### config.mk
export PLATFORM = sky130hd
export DESIGN_NAME = lat_reuse_unit
export DESIGN_NICKNAME = d
export VERILOG_FILES = /design/src/rtl/lru_pkg.sv /design/src/rtl/lru_trivial.sv /design/src/rtl/lru_cache.sv /design/src/rtl/lat_reuse_unit.sv
export SDC_FILE = /design/constraint.sdc
export NUM_CORES = 1
export LEC_CHECK = 0
export BUFFER_PORTS_ARGS = -buffer_cell sky130_fd_sc_hd__buf_2
export CORE_UTILIZATION = 40
export CTS_CLUSTER_SIZE = 24
export DETAILED_ROUTE_END_ITERATION = 12
export PLACE_DENSITY = 0.56
export SLEW_MARGIN = 20
export SYNTH_ARGS = -nofsm -noshare
export SYNTH_HDL_FRONTEND = slang
export SYNTH_SLANG_ARGS = --single-unit
### constraint.sdc
create_clock -name clk -period 9.43 [get_ports clk]
set_clock_uncertainty 0.15 [all_clocks]
set_input_delay 1.4145 -clock clk [delete_from_list [all_inputs] [get_ports clk]]
set_output_delay 1.4145 -clock clk [all_outputs]
set_load 0.005 [all_outputs]
### src/rtl/lru_pkg.sv
`timescale 1ns/1ps
package lru_pkg;
  typedef enum logic [1:0] {OP_ADD = 2'd0, OP_SUB = 2'd1, OP_MUL = 2'd2, OP_DIV = 2'd3} op_e;
  typedef enum logic [1:0] {SRC_NONE = 2'd0, SRC_TRIV = 2'd1, SRC_CACHE = 2'd2, SRC_COMP = 2'd3} src_e;
  typedef enum logic [1:0] {ST_IDLE = 2'd0, ST_LOOK = 2'd1, ST_WAIT = 2'd2} st_e;
endpackage

### src/rtl/lru_trivial.sv
`timescale 1ns/1ps
module lru_trivial
  import lru_pkg::*;
#(
  parameter int W = 16
) (
  input  op_e          op,
  input  logic [W-1:0] a,
  input  logic [W-1:0] b,
  output logic         hit,
  output logic [W-1:0] res,
  output logic         dz
);
  logic a_z, b_z, a_one, b_one, same;
  assign a_z   = (a == '0);
  assign b_z   = (b == '0);
  assign a_one = (a == W'(1));
  assign b_one = (b == W'(1));
  assign same  = (a == b);

  always_comb begin
    hit = 1'b0;
    res = '0;
    dz  = 1'b0;
    case (op)
      OP_ADD: begin
        if (b_z)      begin hit = 1'b1; res = a; end
        else if (a_z) begin hit = 1'b1; res = b; end
      end
      OP_SUB: begin
        if (b_z)       begin hit = 1'b1; res = a; end
        else if (same) begin hit = 1'b1; res = '0; end
      end
      OP_MUL: begin
        if (a_z || b_z) begin hit = 1'b1; res = '0; end
        else if (b_one) begin hit = 1'b1; res = a; end
        else if (a_one) begin hit = 1'b1; res = b; end
      end
      default: begin
        if (b_z)        begin hit = 1'b1; res = '1; dz = 1'b1; end
        else if (b_one) begin hit = 1'b1; res = a; end
        else if (a_z)   begin hit = 1'b1; res = '0; end
        else if (same)  begin hit = 1'b1; res = W'(1); end
      end
    endcase
  end
endmodule

### src/rtl/lru_cache.sv
`timescale 1ns/1ps
module lru_cache
  import lru_pkg::*;
#(
  parameter int W       = 16,
  parameter int CPW     = 3,
  parameter int ENTRIES = 4
) (
  input  logic               clk,
  input  logic               rst,
  input  op_e                lk_op,
  input  logic [W-1:0]       lk_a,
  input  logic [W-1:0]       lk_b,
  output logic [ENTRIES-1:0] hit_vec,
  output logic               hit,
  output logic [W-1:0]       hit_data,
  input  logic               wr_en,
  input  op_e                wr_op,
  input  logic [W-1:0]       wr_a,
  input  logic [W-1:0]       wr_b,
  input  logic [W-1:0]       wr_data,
  input  logic [CPW-1:0]     wr_cp,
  input  logic               fold_valid,
  input  logic [CPW-1:0]     fold_cp
);
  localparam int IW = (ENTRIES > 1) ? $clog2(ENTRIES) : 1;

  logic [ENTRIES-1:0] vld_q, cand_q;
  op_e                tag_op [ENTRIES];
  logic [W-1:0]       tag_a  [ENTRIES];
  logic [W-1:0]       tag_b  [ENTRIES];
  logic [W-1:0]       dat    [ENTRIES];
  logic [CPW-1:0]     ent_cp [ENTRIES];
  logic [IW-1:0]      rr_q, victim;
  logic               use_rr;

  for (genvar g = 0; g < ENTRIES; g++) begin : g_match
    assign hit_vec[g] = vld_q[g] && (tag_op[g] == lk_op) &&
                        (tag_a[g] == lk_a) && (tag_b[g] == lk_b);
  end
  assign hit = |hit_vec;

  always_comb begin
    hit_data = '0;
    for (int i = 0; i < ENTRIES; i++)
      if (hit_vec[i]) hit_data = hit_data | dat[i];
  end

  always_comb begin
    logic got_inv, got_cand;
    got_inv  = 1'b0;
    got_cand = 1'b0;
    victim   = rr_q;
    for (int i = 0; i < ENTRIES; i++)
      if (!got_inv && !vld_q[i]) begin victim = IW'(i); got_inv = 1'b1; end
    for (int i = 0; i < ENTRIES; i++)
      if (!got_inv && !got_cand && cand_q[i]) begin victim = IW'(i); got_cand = 1'b1; end
    use_rr = !got_inv && !got_cand;
  end

  always_ff @(posedge clk) begin
    if (rst) begin
      vld_q  <= '0;
      cand_q <= '0;
      rr_q   <= '0;
    end else begin
      for (int i = 0; i < ENTRIES; i++)
        if (fold_valid && vld_q[i] && ent_cp[i] == fold_cp) cand_q[i] <= 1'b1;
      if (wr_en) begin
        vld_q[victim]  <= 1'b1;
        cand_q[victim] <= fold_valid && (fold_cp == wr_cp);
        if (use_rr) rr_q <= (rr_q == IW'(ENTRIES - 1)) ? '0 : rr_q + IW'(1);
      end
    end
  end

  always_ff @(posedge clk) begin
    if (wr_en) begin
      tag_op[victim] <= wr_op;
      tag_a[victim]  <= wr_a;
      tag_b[victim]  <= wr_b;
      dat[victim]    <= wr_data;
      ent_cp[victim] <= wr_cp;
    end
  end
endmodule

### src/rtl/lat_reuse_unit.sv
`timescale 1ns/1ps
module lat_reuse_unit
  import lru_pkg::*;
#(
  parameter int W       = 16,
  parameter int CPW     = 3,
  parameter int ENTRIES = 4
) (
  input  logic           clk,
  input  logic           rst,
  input  logic           in_valid,
  output logic           in_ready,
  input  logic [1:0]     in_op,
  input  logic [W-1:0]   in_a,
  input  logic [W-1:0]   in_b,
  input  logic [CPW-1:0] in_cp,
  input  logic           fold_valid,
  input  logic [CPW-1:0] fold_cp,
  output logic           slow_start,
  output logic           slow_abort,
  output logic [1:0]     slow_op,
  output logic [W-1:0]   slow_a,
  output logic [W-1:0]   slow_b,
  input  logic           slow_done,
  input  logic [W-1:0]   slow_result,
  output logic           out_valid,
  output logic [W-1:0]   out_result,
  output logic [1:0]     out_src,
  output logic           out_dz
);
  st_e                state_q;
  op_e                op_q;
  logic [W-1:0]       a_q, b_q;
  logic [CPW-1:0]     cp_q;
  logic               accept;
  logic               tv_hit, tv_dz;
  logic [W-1:0]       tv_res;
  logic               c_hit, c_wr;
  logic [W-1:0]       c_data;
  logic [ENTRIES-1:0] hit_vec;

  assign in_ready = (state_q == ST_IDLE);
  assign accept   = in_valid && in_ready;
  assign slow_op  = op_q;
  assign slow_a   = a_q;
  assign slow_b   = b_q;

  lru_trivial #(.W(W)) u_triv (
    .op(op_e'(in_op)), .a(in_a), .b(in_b),
    .hit(tv_hit), .res(tv_res), .dz(tv_dz)
  );

  assign c_wr = slow_done &&
                ((state_q == ST_WAIT) || (state_q == ST_LOOK && !c_hit));

  lru_cache #(.W(W), .CPW(CPW), .ENTRIES(ENTRIES)) u_cache (
    .clk(clk), .rst(rst),
    .lk_op(op_q), .lk_a(a_q), .lk_b(b_q),
    .hit_vec(hit_vec), .hit(c_hit), .hit_data(c_data),
    .wr_en(c_wr), .wr_op(op_q), .wr_a(a_q), .wr_b(b_q),
    .wr_data(slow_result), .wr_cp(cp_q),
    .fold_valid(fold_valid), .fold_cp(fold_cp)
  );

  always_ff @(posedge clk) begin
    if (rst) begin
      state_q    <= ST_IDLE;
      op_q       <= OP_ADD;
      a_q        <= '0;
      b_q        <= '0;
      cp_q       <= '0;
      slow_start <= 1'b0;
      slow_abort <= 1'b0;
      out_valid  <= 1'b0;
      out_result <= '0;
      out_src    <= SRC_NONE;
      out_dz     <= 1'b0;
    end else begin
      slow_start <= 1'b0;
      slow_abort <= 1'b0;
      out_valid  <= 1'b0;
      out_dz     <= 1'b0;
      case (state_q)
        ST_IDLE: if (accept) begin
          if (tv_hit) begin
            out_valid  <= 1'b1;
            out_result <= tv_res;
            out_src    <= SRC_TRIV;
            out_dz     <= tv_dz;
          end else begin
            op_q       <= op_e'(in_op);
            a_q        <= in_a;
            b_q        <= in_b;
            cp_q       <= in_cp;
            slow_start <= 1'b1;
            state_q    <= ST_LOOK;
          end
        end
        ST_LOOK: begin
          if (c_hit) begin
            out_valid  <= 1'b1;
            out_result <= c_data;
            out_src    <= SRC_CACHE;
            slow_abort <= 1'b1;
            state_q    <= ST_IDLE;
          end else if (slow_done) begin
            out_valid  <= 1'b1;
            out_result <= slow_result;
            out_src    <= SRC_COMP;
            state_q    <= ST_IDLE;
          end else begin
            state_q    <= ST_WAIT;
          end
        end
        default: if (slow_done) begin
          out_valid  <= 1'b1;
          out_result <= slow_result;
          out_src    <= SRC_COMP;
          state_q    <= ST_IDLE;
        end
      endcase
    end
  end
endmodule

==> impl_metrics.toml <==
[critical_path]
critPathSlowestCell = "nor4b_4"
worstPathArrival_ps = 4500
crit_chain = "xor2_1, or4_1, nor4b_4, nor4_4, a31o_4, and2_2, buf_4, o21a_1"
r2r_slack_ps = 5220
crit_start = "slow_b[13]"
cp_slowest_stage_delay_ps = 950
worst_setup_path_end_kind = "flip-flop"
cp_max_fo = 36
cp-start-kind = "flip-flop"
crit_type = "flip-flop to flip-flop"
r2r_end = "u_cache.vld_q[3]"
r2r-start = "slow_b[13]"
worstPathRequired_ps = 9730
worstRegToRegCells = 8
path_buf_inv = 1
cp_top_family = "simple AND/OR/NAND/NOR gates"

[synthesis]
synth_warnings = 0
yosys.area.top_type_share = 0.5013
avgSynthCellArea_um2 = 12.92
yosysSeqAreaShare = 0.6133
syn-cell-area_um2 = 12700
synth_common_cells = "edfxtp_1 (212), xnor2_1 (123), dfxtp_1 (71)"
netlist.top_cell.by_area = "edfxtp_1"
syn_inst = 983
synth_edf_count = 212
yosysMostFrequentCell = "edfxtp_1"
synth_seq_cells = 283
async_reset_ff_frac = 0
synth_top_cells_by_area = "edfxtp_1 (50%), dfxtp_1 (11%), xnor2_1 (8.5%)"
ys.flop_type = "edfxtp_1"
syn-num-nets = 1045
synth.distinct_cells = 63

[worst_hold_path]
hold_path_class = "flip-flop to flip-flop"
hold_end = "out_src[0]"
whs_path_depth = 2
min_from = "out_src[0]"

[clock_tree]
clk_pin_slew_ps = 60
cts_buffer_depth = 3
cts_buffers = 31
cts_tree = "built"
cts.htree.levels = 1
clock_latency_ps = 560
post_cts_resized = 0
cts_setup_buffers = 0
cts_root_buf = "clkbuf_16"
cts_sinks = 283
cts_hold_buffers = 0

[route]
drt_iter0_markers = 811
drt-wirelength-per-cell_um = 24.12
wl_mm = 36.25
drc = 0
first_pass_iters = 5
ant_nets = 0
via_per_inst = 5.685
via_count = 8545

[placement]
place_congestion = 0.9134
dp_hpwl_mm = 25.32
io_buffers = 117
dp_cells = 1444

[pwr]
p_leak_uw = 0.005147
vdd_drop_max_mv = 0.1515
powerDensity_nw_per_um2 = 194.5

[die]
die_h_um = 180.2
dieArea_um2 = 32460
io_pins = 118
core-area_um2 = 30910
die_w_um = 180.2
initial_core_util = 0.4108
fp-row-count = 64

[grt]
grt_overflow = 0
grt_max_degree = 54
antenna_found_initial = 2
grt_usage = 0.2230
grt_pass1_vias = 8113
grt_pass1_wl_mm = 54.34

[sta]
slew_headroom = 0.2759
grt_setup_unrepaired = "no"
max_freq_ghz = 0.2378
setup_viol = 0
post-route-min-period_ps = 4205
timing.final.crit_share = 0.4459
tightest_slew_ps = 1082
finalHoldViolations = 0
slew_violations = 0
fin_setup_tns_ps = 0

[final_layout]
fin_cells = 1503
nFillCells = 2785
post-route-util = 0.4730
nets = 1143
synthToLayoutAreaGrowth_pct = 15.14
drive_gt1_frac = 0.1828

[job]
maxCapViolations = 0

[status]
status = "finished clean"
==> tightest hold or removal path: cells and delay by family, from the launching register on <==
kind / cells / cell delay (ps)
buffers and inverters: 1 / 50
AO/OA/AOI/OAI: 1 / 50
flip-flops: 1 / 300
==> worst max-delay path by stage <==
stage                                    to  slack, ps  depth (start not counted)
after global routing       u_cache.vld_q[3]       5010                          9
after CTS                  u_cache.vld_q[3]       5150                          8
after floorplan           u_cache.dat[2][0]       2770                          4
after global placement       out_result[15]       5090                         10
final                      u_cache.vld_q[3]       5220                          8
after detailed placement     out_result[15]       5070                         10
==> layer usage <==
layer / GRT usage / share of wire / wire [um] / vias up
met5: 0 / 0 / 0 / -
met4: 0.05983 / 0.023 / 829 / 0
met3: 0.03759 / 0.065 / 2342 / 59
met2: 0.3433 / 0.45 / 16230 / 327
met1: 0.3242 / 0.46 / 16850 / 4242
li1: - / - / - / 3917
==> layout make-up <==
cell class	instances	area, um2	share of cell area
antenna	2	5.005	0.0003423
clock buffer	41	863.3	0.05905
clock inverter	16	132.6	0.009071
inverter	10	37.54	0.002567
multi-input combinational	621	4587	0.3137
sequential	283	7787	0.5326
tap	396	495.5	0.03389
timing repair buffer	134	713.2	0.04878
==> flip-flops by register name (all words and copies together) (netlist names), 8 cells and up <==
register / flops
u_cache.tag_b: 64
slow_a: 16
u_cache.ent_cp: 12
out_result: 16
slow_b: 16
u_cache.tag_a: 64
u_cache.dat: 64
u_cache.tag_op: 8
==> metrics by stage <==
stage	area (um2)	setup slack [ps]	hold slack (ps)	total power, uW
after floorplan	12700	2774	300.4	1577
after global placement	13620	5086	295.8	1685
after detailed placement	13620	5066	291.6	1686
after CTS	14620	5153	304.2	2863
after global routing	14620	5014	331.6	2934
final	14620	5225	303.8	2844
==> cell families after synthesis <==
kind of cell	after synthesis	synth area share
AOI/OAI and AO/OA	142	0.08494
xor gates and xnor gates	167	0.1152
adders and majority gates	1	0.0009852
buffers and inverters	79	0.02690
DFF	283	0.6133
muxes	56	0.04454
and+or+nand+nor	255	0.1142
==> power by group <==
| group | leakage (uW) | total [uW] | switching (uW) | internal (uW) |
|---|---|---|---|---|
| logic | 0.00219 | 244 | 148 | 96.3 |
| registers | 0.00247 | 1420 | 43.9 | 1370 |
| clock network | 0.000488 | 1180 | 490 | 694 |
==> placed cells by master, fill, tap and decap left out, types with 5 or more instances in the layout <==
cell and instances:
mux2i_1 52, clkbuf_8 5, buf_4 17, clkbuf_1 5, clkbuf_16 31, edfxtp_1 212
clkinv_1 5, o21a_1 6, nand3_1 6, a221oi_1 8, nor3_1 11, clkinv_2 6
xor2_1 44, a22oi_1 20, inv_1 9, a31oi_1 11, a22o_1 7, a21oi_1 16
o21ai_1 5, or4_1 15, buf_2 117, nor4_1 21, dfxtp_1 71, nor2_1 64
a221o_1 10, a2bb2oi_1 9, xnor2_1 123, nand4_1 55, nand2_1 46, o21ai_0 20
Power figures use the tool's default switching activity.
